## config.mk

```make
export PLATFORM = sky130hd
export DESIGN_NAME = paged_mdio_bridge
export DESIGN_NICKNAME = d
export VERILOG_FILES = /design/src/rtl/paged_mdio_pkg.sv /design/src/rtl/mdio_addr_split.sv /design/src/rtl/mdio_frame_engine.sv /design/src/rtl/paged_mdio_bridge.sv
export SDC_FILE = /design/constraint.sdc
export NUM_CORES = 1
export LEC_CHECK = 0
export BUFFER_PORTS_ARGS = -buffer_cell sky130_fd_sc_hd__buf_2
export CAP_MARGIN = 20
export CELL_PAD_IN_SITES_DETAIL_PLACEMENT = 0
export CELL_PAD_IN_SITES_GLOBAL_PLACEMENT = 1
export CORE_MARGIN = 10
export CORE_UTILIZATION = 45
export CTS_BUF_LIST = sky130_fd_sc_hd__clkbuf_4
export DETAILED_ROUTE_END_ITERATION = 7
export PLACE_DENSITY_LB_ADDON = 0.1
export SYNTH_ARGS = -nofsm -noshare
export SYNTH_HDL_FRONTEND = slang
export SYNTH_HIERARCHICAL = 1
export SYNTH_SLANG_ARGS = --single-unit
```

## constraint.sdc

```tcl
create_clock -name clk_i -period 3.5 [get_ports clk_i]
set_clock_uncertainty 0.2 [all_clocks]
set_input_delay 0.7 -clock clk_i [delete_from_list [all_inputs] [get_ports clk_i]]
set_output_delay 0.7 -clock clk_i [all_outputs]
set_load 0.01 [all_outputs]
```

## src/rtl/paged_mdio_pkg.sv

```systemverilog
package paged_mdio_pkg;
  localparam int IDX_W   = 5;
  localparam int SUB_W   = 3;
  localparam int PAGE_W  = 9;
  localparam int ADDR_W  = 1 + (IDX_W - 1) + 1 + SUB_W + PAGE_W;
  localparam int HALF_W  = 16;
  localparam int WORD_W  = 2 * HALF_W;
  localparam int PHY_W   = 5;
  localparam logic [PHY_W-1:0] PAGE_PHY  = 5'h18;
  localparam logic [IDX_W-1:0] PAGE_REG  = 5'h00;
  localparam logic [PHY_W-1:0] DATA_PHY  = 5'h10;

  typedef enum logic [2:0] {
    ST_IDLE, ST_PAGE, ST_SETTLE, ST_XA, ST_XB
  } seq_st_e;
endpackage

```

## src/rtl/mdio_addr_split.sv

```systemverilog
module mdio_addr_split
  import paged_mdio_pkg::*;
(
  input  logic [ADDR_W-1:0] addr_i,
  output logic [IDX_W-1:0]  idx_o,
  output logic [SUB_W-1:0]  sub_o,
  output logic [PAGE_W-1:0] page_o
);
  localparam int SUB_LSB  = IDX_W + 1;
  localparam int PAGE_LSB = SUB_LSB + SUB_W;

  // index is always even: low bit of the word pair
  assign idx_o  = {addr_i[IDX_W:2], 1'b0};
  assign sub_o  = addr_i[PAGE_LSB-1:SUB_LSB];
  assign page_o = addr_i[ADDR_W-1:PAGE_LSB];
endmodule

```

## src/rtl/mdio_frame_engine.sv

```systemverilog
module mdio_frame_engine
  import paged_mdio_pkg::*;
#(
  parameter int MDC_HALF = 5
) (
  input  logic              clk_i,
  input  logic              rst_ni,
  input  logic              start_i,
  input  logic              rd_i,
  input  logic [PHY_W-1:0]  phy_i,
  input  logic [IDX_W-1:0]  reg_i,
  input  logic [HALF_W-1:0] wdata_i,
  output logic              done_o,
  output logic [HALF_W-1:0] rdata_o,
  output logic              mdc_o,
  output logic              mdio_o,
  output logic              mdio_oe_o,
  input  logic              mdio_i
);
  localparam int FRAME_LEN = 64;
  localparam int BW        = $clog2(FRAME_LEN);
  localparam int DW        = $clog2(MDC_HALF + 1);
  localparam int TA_POS    = FRAME_LEN - HALF_W - 2;
  localparam int DATA_POS  = FRAME_LEN - HALF_W;

  logic                 active_q, half_q, rd_q;
  logic [BW-1:0]        bit_q;
  logic [DW-1:0]        div_q;
  logic [FRAME_LEN-1:0] frame_q;
  logic [HALF_W-1:0]    rsh_q;

  always_ff @(posedge clk_i or negedge rst_ni) begin
    if (!rst_ni) begin
      active_q <= 1'b0;
      half_q   <= 1'b0;
      rd_q     <= 1'b0;
      bit_q    <= '0;
      div_q    <= '0;
      frame_q  <= '1;
      rsh_q    <= '0;
      done_o   <= 1'b0;
    end else begin
      done_o <= 1'b0;
      if (!active_q) begin
        if (start_i) begin
          active_q <= 1'b1;
          half_q   <= 1'b0;
          bit_q    <= '0;
          div_q    <= '0;
          rd_q     <= rd_i;
          frame_q  <= {32'hFFFF_FFFF, 2'b01, rd_i ? 2'b10 : 2'b01, phy_i, reg_i,
                       rd_i ? 2'b11 : 2'b10, rd_i ? {HALF_W{1'b0}} : wdata_i};
        end
      end else if (div_q == DW'(MDC_HALF - 1)) begin
        div_q <= '0;
        if (!half_q) begin
          half_q <= 1'b1;
          if (rd_q && bit_q >= BW'(DATA_POS)) rsh_q <= {rsh_q[HALF_W-2:0], mdio_i};
        end else begin
          half_q <= 1'b0;
          if (bit_q == BW'(FRAME_LEN - 1)) begin
            active_q <= 1'b0;
            done_o   <= 1'b1;
          end else begin
            bit_q <= bit_q + 1'b1;
          end
        end
      end else begin
        div_q <= div_q + 1'b1;
      end
    end
  end

  assign mdc_o     = active_q & half_q;
  assign mdio_o    = active_q ? frame_q[BW'(FRAME_LEN - 1) - bit_q] : 1'b1;
  assign mdio_oe_o = active_q & ~(rd_q & (bit_q >= BW'(TA_POS)));
  assign rdata_o   = rsh_q;


  frame_end_low_chk: assert property (@(posedge clk_i) disable iff (!rst_ni)
    done_o |-> !mdc_o && !mdio_oe_o);

  mdc_edge_on_div_chk: assert property (@(posedge clk_i) disable iff (!rst_ni)
    active_q && $past(active_q) && (mdc_o != $past(mdc_o)) |-> div_q == '0);
endmodule

```

## src/rtl/paged_mdio_bridge.sv

```systemverilog
module paged_mdio_bridge
  import paged_mdio_pkg::*;
#(
  parameter int MDC_HALF   = 5,
  parameter int SETTLE_CYC = 250000
) (
  input  logic              clk_i,
  input  logic              rst_ni,
  input  logic              req_i,
  input  logic              we_i,
  input  logic [ADDR_W-1:0] addr_i,
  input  logic [WORD_W-1:0] wdata_i,
  output logic              busy_o,
  output logic              done_o,
  output logic [WORD_W-1:0] rdata_o,
  output logic              absent_o,
  output logic              mdc_o,
  output logic              mdio_o,
  output logic              mdio_oe_o,
  input  logic              mdio_i
);
  localparam int SW = $clog2(SETTLE_CYC + 1);

  seq_st_e           st_q;
  logic              we_q, eng_start_q, eng_done, eng_rd;
  logic [IDX_W-1:0]  idx_q, idx_d, eng_reg;
  logic [SUB_W-1:0]  sub_q, sub_d;
  logic [PAGE_W-1:0] page_q, page_d;
  logic [WORD_W-1:0] wdata_q;
  logic [HALF_W-1:0] lo_q, eng_rdata, eng_wdata;
  logic [PHY_W-1:0]  eng_phy;
  logic [SW-1:0]     settle_q;

  mdio_addr_split i_split (
    .addr_i (addr_i),
    .idx_o  (idx_d),
    .sub_o  (sub_d),
    .page_o (page_d)
  );

  always_ff @(posedge clk_i or negedge rst_ni) begin
    if (!rst_ni) begin
      st_q        <= ST_IDLE;
      we_q        <= 1'b0;
      idx_q       <= '0;
      sub_q       <= '0;
      page_q      <= '0;
      wdata_q     <= '0;
      lo_q        <= '0;
      settle_q    <= '0;
      eng_start_q <= 1'b0;
      done_o      <= 1'b0;
      rdata_o     <= '0;
      absent_o    <= 1'b0;
    end else begin
      done_o      <= 1'b0;
      eng_start_q <= 1'b0;
      unique case (st_q)
        ST_IDLE: if (req_i) begin
          we_q        <= we_i;
          idx_q       <= idx_d;
          sub_q       <= sub_d;
          page_q      <= page_d;
          wdata_q     <= wdata_i;
          st_q        <= ST_PAGE;
          eng_start_q <= 1'b1;
        end
        ST_PAGE: if (eng_done) begin
          st_q     <= ST_SETTLE;
          settle_q <= '0;
        end
        ST_SETTLE: if (settle_q == SW'(SETTLE_CYC - 1)) begin
          st_q        <= ST_XA;
          eng_start_q <= 1'b1;
        end else begin
          settle_q <= settle_q + 1'b1;
        end
        ST_XA: if (eng_done) begin
          lo_q        <= eng_rdata;
          st_q        <= ST_XB;
          eng_start_q <= 1'b1;
        end
        ST_XB: if (eng_done) begin
          st_q   <= ST_IDLE;
          done_o <= 1'b1;
          if (we_q) begin
            absent_o <= 1'b0;
          end else begin
            rdata_o  <= {eng_rdata, lo_q};
            absent_o <= &{eng_rdata, lo_q};
          end
        end
        default: st_q <= ST_IDLE;
      endcase
    end
  end

  // reads: low then high; writes: high then low
  always_comb begin
    eng_phy   = {DATA_PHY[PHY_W-1:SUB_W], sub_q};
    eng_rd    = ~we_q;
    eng_reg   = idx_q;
    eng_wdata = wdata_q[HALF_W-1:0];
    unique case (st_q)
      ST_XA: begin
        eng_reg   = we_q ? (idx_q | 1'b1) : idx_q;
        eng_wdata = wdata_q[WORD_W-1:HALF_W];
      end
      ST_XB: eng_reg = we_q ? idx_q : (idx_q | 1'b1);
      default: begin
        eng_phy   = PAGE_PHY;
        eng_reg   = PAGE_REG;
        eng_rd    = 1'b0;
        eng_wdata = {{(HALF_W - PAGE_W){1'b0}}, page_q};
      end
    endcase
  end

  mdio_frame_engine #(.MDC_HALF(MDC_HALF)) i_engine (
    .clk_i     (clk_i),
    .rst_ni    (rst_ni),
    .start_i   (eng_start_q),
    .rd_i      (eng_rd),
    .phy_i     (eng_phy),
    .reg_i     (eng_reg),
    .wdata_i   (eng_wdata),
    .done_o    (eng_done),
    .rdata_o   (eng_rdata),
    .mdc_o     (mdc_o),
    .mdio_o    (mdio_o),
    .mdio_oe_o (mdio_oe_o),
    .mdio_i    (mdio_i)
  );

  assign busy_o = (st_q != ST_IDLE);


  done_idle_chk: assert property (@(posedge clk_i) disable iff (!rst_ni)
    done_o |-> !busy_o && $past(busy_o));

  done_single_chk: assert property (@(posedge clk_i) disable iff (!rst_ni)
    done_o |=> !done_o);

  busy_req_ignored_chk: assert property (@(posedge clk_i) disable iff (!rst_ni)
    busy_o && req_i |=> $stable(page_q) && $stable(idx_q) && $stable(sub_q) && $stable(we_q));

  idle_mdc_low_chk: assert property (@(posedge clk_i) disable iff (!rst_ni)
    !busy_o |-> !mdc_o && !mdio_oe_o);

  settle_before_data_chk: assert property (@(posedge clk_i) disable iff (!rst_ni)
    eng_start_q && st_q == ST_XA |-> $past(st_q) == ST_SETTLE);
endmodule

```

# Yosys cells after proc, flatten, opt, wreduce, memory -nomap -nowiden
# Index checks and enable logic that the tools add are counted.
[word_totals] romBits=0 elab_cells=115 regBits=181 out_inout_bits=38 latchBits=0 mem_bits_rw=0 inputBits=55 n_memories=0
[op_classes] n_shift=0 n_addsub=4 bitwise=7 multipliers=0 n_lt_le_gt_ge=3 n_eq_ne=16 reduce_logical=17 muxes=48 div=0
[op_table] op="$mux 18" n=2
[op_table] op="$pmux 18 s2" n=1
[op_table] op="$pmux 16 s2" n=1
[op_table] op="$reduce_and 32->1" n=1
[op_table] op="$mux 6" n=5
[op_table] op="$mux 1" n=24
[op_table] op="$mux 3" n=8
[op_table] op="$add 18x1->18 const B" n=1
[op_table] op="$eq 18x18->1 const B" n=1
[op_table] op="$mux 16" n=1
[op_table] op="$pmux 3 s5" n=1
[op_table] op="$ge 6x6->1 const B" n=2
[op_table] op="$ne 2x2->1 const B" n=6
[op_table] op="$pmux 5 s2" n=1
[op_table] op="$reduce_and 2->1" n=5
[op_table] op="$reduce_and 4->1" n=2
[op_table] op="$lt 6x7->1 const B" n=1
[op_table] op="$add 6x1->6 const B" n=1
[op_table] op="$bmux 1 s6" n=1
[op_table] op="$eq 3x2->1 const B" n=2
[op_table] op="$eq 3x3->1 const B" n=2
[op_table] op="$eq 6x6->1 const B" n=1
[op_table] op="$ne 2x1->1 const B" n=3
[op_table] op="$reduce_and 3->1" n=2
[op_table] op="14 further kinds" n=20

# Longest topological paths before layout
# Gate-level depths: netlist of run 1.
[depth] depth_word=5 mapped_depth=9 depth_no_buf=7

# Hierarchy
# Netlist of run 1, hierarchy kept.
[modules_own_cells] mod="paged_mdio_bridge" instances=1 seq_area_each_um2=3052.9 cells_each=421 area_each_um2=5310.1
[modules_own_cells] mod="mdio_frame_engine" instances=1 seq_area_each_um2=1487.7 cells_each=252 area_each_um2=2805.2
[modules_own_cells] mod="mdio_addr_split" instances=1 seq_area_each_um2=0.0 cells_each=18 area_each_um2=131.4

# Least setup slack after synthesis of run 1
# OpenSTA, ideal clock, no wires.
[synth_path] kind="reg2out" startpoint="register i_engine.bit_q[0]" endpoint="output mdio_o" stages_incl_launch_ff=7 path_buffers=2 t_required_ps=2600 arrival_ps=1439 setup_slack_ps=1161 path_cell_list="dfrtp_1 buf_2 buf_4 mux4_2 nand3_1 o211a_1 a31oi_1"
[synth_between] elab_chain_cells=4
[synth_rtl] item="start: declaration" line_no="mdio_frame_engine.sv:27" rtl="logic [BW-1:0] bit_q;"
[synth_rtl] item="start signal: assignment" line_no="mdio_frame_engine.sv:65" rtl="bit_q <= bit_q + 1'b1;"
[synth_rtl] item="$sub 6x6->6" line_no="mdio_frame_engine.sv:75" rtl="assign mdio_o = active_q ? frame_q[BW'(FRAME_LEN - 1) - bit_q] : 1'b1;"
[synth_rtl] item="$bmux 1 s6" line_no="mdio_frame_engine.sv:75"
[synth_rtl] item="$mux 1 (implied by the code)" line_no="mdio_frame_engine.sv:75"
[synth_rtl] item="$mux 1" line_no="mdio_frame_engine.sv:75"
[synth_rtl] item="end: declaration" line_no="paged_mdio_bridge.sv:18" rtl="output logic mdio_o,"
# No other way between the ends. The select of a mux whose other input is x is not followed.

# Final worst setup path of run 1
# Ends and elaborated chain as after synthesis.

==> results.toml, run 1 <==
[status]
status = "complete, no violations"

[timing]
fmax_ghz = 0.3101
final_hold_viol_count = 0
min_period_ps = 3225
rsz0062_at_grt = "no"
setup_tns_ps = 0
setup_ws_ps = 275.0
timing.final.crit_share_pct = 92.14
max_slew_margin_pct = 48.32
worst_pin_slew_ps = 773.3
setup_viol = 0
drv_slew = 0

[yosys]
yosys_most_used_dff = "dfrtp_1"
synth_edf_count = 0
synthTopCellsByCount = "151 x dfrtp_1, 106 x nand2_1, 101 x mux2_2"
syn_nets = 750
ys_types = 60
yosys.area.top_type = "dfrtp_1"
syn_area_per_cell_um2 = 11.93
synth.area.top_cells = "dfrtp_1 46%, mux2_2 14%, dfstp_2 9.2%"
synth.top_cell.area_share_pct = 45.82
postSynthCellCount = 691
yosys.cell_count.top_type = "dfrtp_1"
yosysSeqAreaShare_pct = 55.06
syn_area_um2 = 8247
ys_seq_elements = 180
ys_warn_count = 6
ys_async_sr_fraction_pct = 100.0

[global_route]
antenna_found_initial = 1
grt_max_degree = 94
use_met2_pct = 21.70
grt_usage_pct = 14.74
met3_usage_pct = 4.742
grt-busiest-layer = "met2"
grt_pass1_wl_um = 29020
use_met1_pct = 20.51
grt_pass1_vias = 5551
overflow = 0

[power]
p_leak_uw = 0.004254
ir_drop_v = 0.0002151
pwr_density_cell_nw_per_um2 = 407.0
fin_total_pwr_uw = 3700

[critical_path]
timing.rr.start = "st_q[2]"
crit_slowest_cell = "dfrtp_2"
crit_type = "flop to output port"
critPathMaxFanout = 15
critPathLaunchType = "flop"
crit_arrival_ps = 2320
setup.worst_path.start = "i_engine/bit_q[0]"
critPathBufInv = 1
cp_top_family = "flip-flops"
end_kind = "output port"
cp_data_required_time_ps = 2600
path_cells = "mux4_2 > a21oi_1 > o211a_1 > a31oi_1 > buf_2"
max_stage_delay_ps = 610

[placement]
gp_congestion = 0.7918
io_buffers = 90
post-place-ws_ps = 667.1
dpl.hpwl_um = 12160

[die]
start_util_pct = 45.75
die_x_um = 155.4
design.core.area_um2 = 18020
io_pins = 93
dieArea_um2 = 24140
die_h_um = 155.4
row_count = 49

[cts]
cts_setup_buffers = 0
clock-sinks = 180
cts_max_level = 4
clk_path_buf_depth = 2
cts_made_buffers = 17
path_clk_slew_ps = 160
tritoncts = "done"
root_buffer = "clkbuf_4"
clock_latency_ps = 580

[route]
dr.first_iter.drc_count = 205
vias = 5379
vias_per_cell = 5.374
wirelength_um = 17340
ant_nets = 0
drc = 0
wl_per_cell_um = 17.32
firstDrtPassIters = 4

[finish]
fin_nets = 817
fill_cells = 1632
drive_above_1_share_pct = 38.39
ff_latch_area_um2 = 4542
area_growth_syn_to_layout_pct = 10.24
multi_input_area_um2 = 3356

[hold_path]
hold_class = "input pin to flop"
holdCritStartpoint = "addr_i[3]"

[job]
max-cap-violations = 0
state kept, by name, summed over array words and instances (netlist names):
name,flops
i_engine/rdata_o,16
page_q,9
i_engine/frame_q,29
lo_q,16
wdata_q,32
i_engine/bit_q,6
eng_start_q,1
i_engine/done_o,1
rdata_o,32
idx_q,5
absent_o,1
st_q,3
i_engine/active_q,1
done_o,1
i_engine/div_q,3
i_engine/half_q,1
sub_q,3
we_q,1
settle_q,18
i_engine/rd_q,1
cells by family (layout without fill, tap and decap cells):
group                    after synthesis  after routing  synth area share, %
XOR/XNOR                               3              3               0.3187
AO/OA/AOI/OAI                         95             95                7.965
flip-flops                           180            180                55.06
AND/OR/NAND/NOR                      216            216                13.11
multiplexers                         126            126                18.39
adder cells (fa/ha/maj)                4              4               0.6069
other                                  2              3              0.09107
buffers and inverters                 65            145                4.460
area by class of cell:
| cell class | count | share of cell area (%) |
|---|---|---|
| clock inverter | 15 | 1.830 |
| inverter | 9 | 0.3716 |
| multi-input combinational | 446 | 36.91 |
| clock buffer | 17 | 1.404 |
| timing repair buffer | 104 | 6.345 |
| antenna | 1 | 0.02753 |
| tap | 229 | 3.152 |
| sequential | 180 | 49.96 |
through the flow:
stage | instances | cell area (um2) | util [%] | hold WS (ps)
4_1_cts | 1000 | 9089 | 50.42 | 71.41
2_1_floorplan | 691 | 8247 | - | 204.4
3_3_place_gp | 967 | 8783 | 48.73 | 248.8
5_1_grt | 1001 | 9091 | 50.44 | 46.77
3_5_place_dp | 967 | 8783 | 48.73 | 247.4
6_report | 1001 | 9091 | 50.44 | 126.8
worst paths after layout:
kind,endpoint,slack [ps],cells after the start
setup reg to reg,rdata_o[2],900,5
setup / recovery,mdio_o,280,5
hold / removal,idx_q[2],130,2
max in group asynchronous,i_engine/frame_q[27],2050,3
hold reg to reg,i_engine/frame_q[20],270,2
min in group asynchronous,settle_q[14],280,2
metal layers:
layer | vias up | part of all wire [%]
li1 | 2563 | -
met1 | 2717 | 49
met2 | 95 | 46
met3 | 4 | 4.8
met4 | 0 | 0.57
met5 | - | 0
power breakdown:
group          total, uW  switching [uW]  leakage (uW)  internal (uW)
Sequential          2260             108       0.00234           2150
Clock               1160             828      0.000151            331
Combinational        279             122       0.00176            157
what timing repair did:
item                                    in CTS  in global routing
endpoints found under the hold margin       36                  0
hold buffers                                 1                  0
endpoints found under the setup margin       1                  0
resized for setup                            1                  0
worst reg2reg max path: stages (launching register included):
cell     delay (ps)
dfrtp_1         550
nor3b_2         590
nand2_1         260
nor2_2          120
buf_4           390
mux2_2          400
cell usage in the layout, fill, tap and decap left out, types with 4 or more instances in the layout:
cell | synthesis | routed
dfrtp_1 | 151 | 150
nand2_1 | 106 | 106
mux2_2 | 101 | 101
buf_2 | 15 | 89
o21ai_0 | 31 | 31
dfstp_2 | 29 | 29
nand2b_1 | 20 | 20
nor2_1 | 19 | 18
clkbuf_4 | 0 | 17
nand4_1 | 13 | 13
buf_4 | 25 | 12
a22o_1 | 11 | 11
mux2_4 | 10 | 10
a22oi_1 | 9 | 9
nor2b_1 | 9 | 9
a21oi_1 | 9 | 9
inv_1 | 8 | 8
nand3_1 | 8 | 8
a31oi_1 | 6 | 6
mux2i_1 | 6 | 6
mux4_2 | 6 | 6
o21ai_1 | 5 | 5
nor4_1 | 5 | 5
inv_8 | 0 | 5
or3_1 | 4 | 4
nand3b_1 | 4 | 4
and2_1 | 4 | 4
o31ai_1 | 4 | 4
ha_1 | 4 | 4
clkinv_8 | 0 | 4
Note: power is estimated with default switching activity, not from simulation.
==> run 2, diff against run 1 <==
Settings changed: CTS_BUF_LIST sky130_fd_sc_hd__clkbuf_4 to sky130_fd_sc_hd__clkbuf_2, GPL_ROUTABILITY_DRIVEN set to 0.
==> results.toml, run 2 (synthesis results as in run 1) <==
[critical_path]
crit_arrival_ps = 2410
critPathMaxFanout = 8
end_kind = "output port"
max_stage_delay_ps = 580
path_cells = "mux4_2 > nand2b_1 > o311ai_0 > a31oi_1 > buf_2"
crit_type = "flop to output port"
r2r_setup_slack_ps = 880
critPathLaunchType = "flop"
cp_data_required_time_ps = 2600
crit_slowest_cell = "dfrtp_4"

[cts]
path_clk_slew_ps = 290
tritoncts = "done"
clock-sinks = 180
clock_latency_ps = 760
cts_max_level = 4
root_buffer = "clkbuf_2"
cts_made_buffers = 17
clk_path_buf_depth = 2

[power]
p_sw_uw = 1074
switching_share_pct = 29.07
ir_drop_v = 0.0002740
power_frac_clock_pct = 28.9
p_int_uw = 2621
seqPwrFrac_pct = 61.2
fin_total_pwr_uw = 3694
p_leak_uw = 0.004477
pwr_density_cell_nw_per_um2 = 385.1
combPwrFrac_pct = 9.9

[timing]
final_hold_viol_count = 0
worst_pin_slew_ps = 749.1
max_slew_margin_pct = 49.94
setup_tns_ps = 0
setup_viol = 0
min_period_ps = 3310
fin_worst_hold_slack_ps = 102.1
timing.final.crit_share_pct = 94.57
drv_slew = 0
setup_ws_ps = 189.9
fmax_ghz = 0.3021

[route]
dr.first_iter.drc_count = 236
met3_length_um = 828
wirelength_um = 17860
vias_per_cell = 5.281
ant_nets = 0
drc = 0
route.met2.wl_um = 8145
vias = 5577
top_layer_used = "met4"
wl_per_cell_um = 16.91
firstDrtPassIters = 4
wl_met1_um = 8768

[die]
die_x_um = 155.4
die_h_um = 155.4
dieArea_um2 = 24140
start_util_pct = 45.75
design.core.area_um2 = 18020
io_pins = 93
row_count = 49

[finish]
final_common_cell = "dfrtp_1"
fin_nets = 872
largestRegisters = "rdata_o (32), wdata_q (32), i_engine/frame_q (29)"
drive_above_1_share_pct = 36.56
stdcell_count = 1056
final_cell_mix = "149 x dfrtp_1, 106 x nand2_1, 101 x mux2_2"
area_growth_syn_to_layout_pct = 16.34
fill_cells = 1575

[global_route]
grt_max_degree = 94
grt_usage_pct = 15.15
overflow = 0
grt_pass1_vias = 5763
antenna_found_initial = 1
grt_pass1_wl_um = 29950

[placement]
post-place-ws_ps = 667.1
io_buffers = 90
placed_cells = 967
dpl.hpwl_um = 12160

[job]
max-cap-violations = 0

[hold_path]
hold_class = "input pin to asynchronous set/reset pin"

[status]
status = "complete, no violations"
-- run 2: cell count changes in the layout (fill, tap and decap cells not counted), sizes merged --
| cell | change |
|---|---|
| clkbuf | +1 |
| buf | +3 |
| dlygate4sd3 | +51 |
-- run 2: timing repair --
item                       4_1_cts  5_1_grt
hold buffers                    52        0
setup endpoints to repair        1        1
pin swaps                        0        1
hold endpoints to repair       201        0
buffers inserted                 0        4
resized for setup                3        1
-- run 2: final cells by class --
type                            count  area, um2  share of cell area [%]
Antenna cell                        1      2.502                 0.02608
Clock buffer                       17      85.08                  0.8868
Clock inverter                     15      166.4                   1.734
Inverter                            9      33.78                  0.3521
Multi-Input combinational cell    446       3359                   35.02
Sequential cell                   180       4546                   47.38
Tap cell                          229      286.5                   2.986
Timing Repair Buffer              159       1115                   11.62
-- run 2: worst paths after layout --
check                                      from  cells past startpoint                   end
setup / recovery              i_engine/bit_q[0]                      5                mdio_o
hold / removal                           rst_ni                      2          settle_q[11]
setup reg to reg                        st_q[2]                      5            rdata_o[1]
hold reg to reg            i_engine/frame_q[20]                      2  i_engine/frame_q[20]
max in group asynchronous                rst_ni                      3  i_engine/frame_q[27]
min in group clk_i                        req_i                      3               st_q[0]
-- run 2: worst max-delay path: cells and delay by family, from the launching register on --
family | cells | cell delay, ps
buffers and inverters | 1 | 160
AOI/OAI and AO/OA | 2 | 250
DFF | 1 | 580
and+or+nand+nor | 1 | 150
muxes | 1 | 510
-- run 2: power by group through the flow --
| stage | clock, uW | sequential (uW) | combinational (uW) |
|---|---|---|---|
| 2_1_floorplan | 0 | 2230 | 246 |
| 3_5_place_dp | 0 | 2300 | 284 |
| 4_1_cts | 1120 | 2270 | 329 |
| 6_report | 1070 | 2260 | 365 |
| 3_3_place_gp | 0 | 2300 | 276 |
| 5_1_grt | 1210 | 2280 | 407 |
-- run 2: layer usage --
| layer | GRT usage (%) | vias up |
|---|---|---|
| met5 | 0 | - |
| met4 | 3.699 | 0 |
| met3 | 4.494 | 6 |
| met2 | 22.71 | 103 |
| met1 | 21.06 | 2801 |
| li1 | - | 2667 |
-- run 2: metrics by stage --
| step | util (%) | cell area [um2] |
|---|---|---|
| after floorplan | - | 8247 |
| after global placement | 48.73 | 8783 |
| after detailed placement | 48.73 | 8783 |
| after CTS | 53.04 | 9560 |
| after global routing | 53.23 | 9594 |
| final | 53.23 | 9594 |
==> run 3, diff against run 2 <==
Settings changed: CTS_BUF_LIST sky130_fd_sc_hd__clkbuf_2 to sky130_fd_sc_hd__clkbuf_16, HOLD_SLACK_MARGIN set to 0.15.
==> results.toml, run 3 (synthesis results as in run 1) <==
[cts]
clock-sinks = 180
cts_max_level = 4
clock_latency_ps = 430
root_buffer = "clkbuf_16"
tritoncts = "done"
cts_made_buffers = 17
path_clk_slew_ps = 70
cts_setup_buffers = 0
clk_path_buf_depth = 2

[timing]
worst_pin_slew_ps = 766.8
fmax_ghz = 0.3092
min_period_ps = 3235
rsz0062_at_grt = "no"
timing.final.crit_share_pct = 92.42
setup_tns_ps = 0
final_hold_viol_count = 0
setup_viol = 0
fin_worst_hold_slack_ps = 258.0
setup_ws_ps = 265.3
drv_slew = 0
max_slew_margin_pct = 48.75

[route]
wl_per_cell_um = 17.50
vias = 5413
dr.first_iter.drc_count = 198
wirelength_um = 17500
drc = 0
ant_nets = 0
vias_per_cell = 5.413
firstDrtPassIters = 4

[placement]
io_buffers = 90
post-place-ws_ps = 667.1
dpl.hpwl_um = 12160

[finish]
final_cell_mix = "151 x dfrtp_1, 106 x nand2_1, 101 x mux2_2"
fin_nets = 817
fill_cells = 1591
largestRegisters = "rdata_o (32), wdata_q (32), i_engine/frame_q (29)"
final_common_cell = "dfrtp_1"
drive_above_1_share_pct = 38.26
antenna_cells = 0
area_growth_syn_to_layout_pct = 13.81

[global_route]
antenna_found_initial = 0
grt_usage_pct = 14.86
grt_max_degree = 94
grt_pass1_wl_um = 29310
grt_pass1_vias = 5599
overflow = 0

[critical_path]
setup.worst_path.start = "i_engine/bit_q[0]"
cp_top_family = "flip-flops"
timing.rr.start = "st_q[2]"
critPathBufInv = 1
crit_cells = 5
max_stage_delay_ps = 740
crit_slowest_cell = "dfrtp_1"
path_cells = "mux4_2 > a21oi_1 > o211a_1 > a31oi_1 > buf_2"
end_kind = "output port"
reg2reg_depth = 5
critPathLaunchType = "flop"
critPathMaxFanout = 15
crit_type = "flop to output port"
crit_arrival_ps = 2330
cp_data_required_time_ps = 2600

[die]
die_x_um = 155.4
io_pins = 93
dieArea_um2 = 24140
die_h_um = 155.4
design.core.area_um2 = 18020
row_count = 49
start_util_pct = 45.75

[hold_path]
hold_depth = 2
holdCritStartpoint = "i_engine/frame_q[20]"
hold_class = "flop to flop"

[status]
status = "complete, no violations"

[power]
p_leak_uw = 0.004386
ir_drop_v = 0.0003710
pwr_density_cell_nw_per_um2 = 470.6
fin_total_pwr_uw = 4416

[job]
max-cap-violations = 0
==> run 3: cell types whose count changed in the layout (fill, tap and decap cells not counted), sizes merged <==
cell	change
dlygate4sd3	-51
clkbuf	-1
buf	-3
diode	-1
==> run 3: per-stage QoR <==
stage / area (um2) / util (%) / instances
3_5_place_dp: 8783 / 48.73 / 967
2_1_floorplan: 8247 / - / 691
6_report: 9385 / 52.07 / 1000
4_1_cts: 9385 / 52.07 / 1000
3_3_place_gp: 8783 / 48.73 / 967
5_1_grt: 9385 / 52.07 / 1000
==> run 3: per-layer routing <==
layer  vias up  routed length (um)  global-route usage (%)
met5         -                   0                       0
met4         0                 135                   3.877
met3        10                 807                   4.522
met2       105                8001                   21.98
met1      2735                8556                   20.72
li1       2563                   -                       -
==> run 3: where the power goes <==
part | switching (uW) | internal [uW] | total (uW) | leakage, uW
Combinational | 122 | 157 | 279 | 0.00176
Sequential | 106 | 2150 | 2260 | 0.00234
Clock | 920 | 961 | 1880 | 0.000283
==> run 3: worst paths after layout <==
check	end	slack [ps]
worst max register to register	rdata_o[2]	930
min in group asynchronous	settle_q[14]	440
worst min-delay path	i_engine/frame_q[20]	260
worst min register to register	i_engine/frame_q[20]	260
worst max-delay path	mdio_o	270
max in group asynchronous	i_engine/frame_q[24]	1890
==> run 3: area by class of cell <==
cell class,instances,area (um2),share of cell area [%]
Timing Repair Buffer,104,576.8,6.146
Multi-Input combinational cell,446,3356,35.76
Tap cell,229,286.5,3.053
Clock buffer,17,425.4,4.533
Clock inverter,15,166.4,1.773
Inverter,9,33.78,0.3600
Sequential cell,180,4541,48.38
==> run 3: what timing repair did <==
| item | in CTS | in global routing |
|---|---|---|
| hold endpoints to repair | 8 | 0 |
| hold buffers | 1 | 0 |
| gates resized for setup | 0 | 0 |
==> run 3: worst register-to-register path, cell delays in order (launching register included) <==
cell and delay (ps):
dfrtp_1 510, nor3b_2 590, nand2_1 260, nor2_2 120, buf_4 390, mux2_2 400
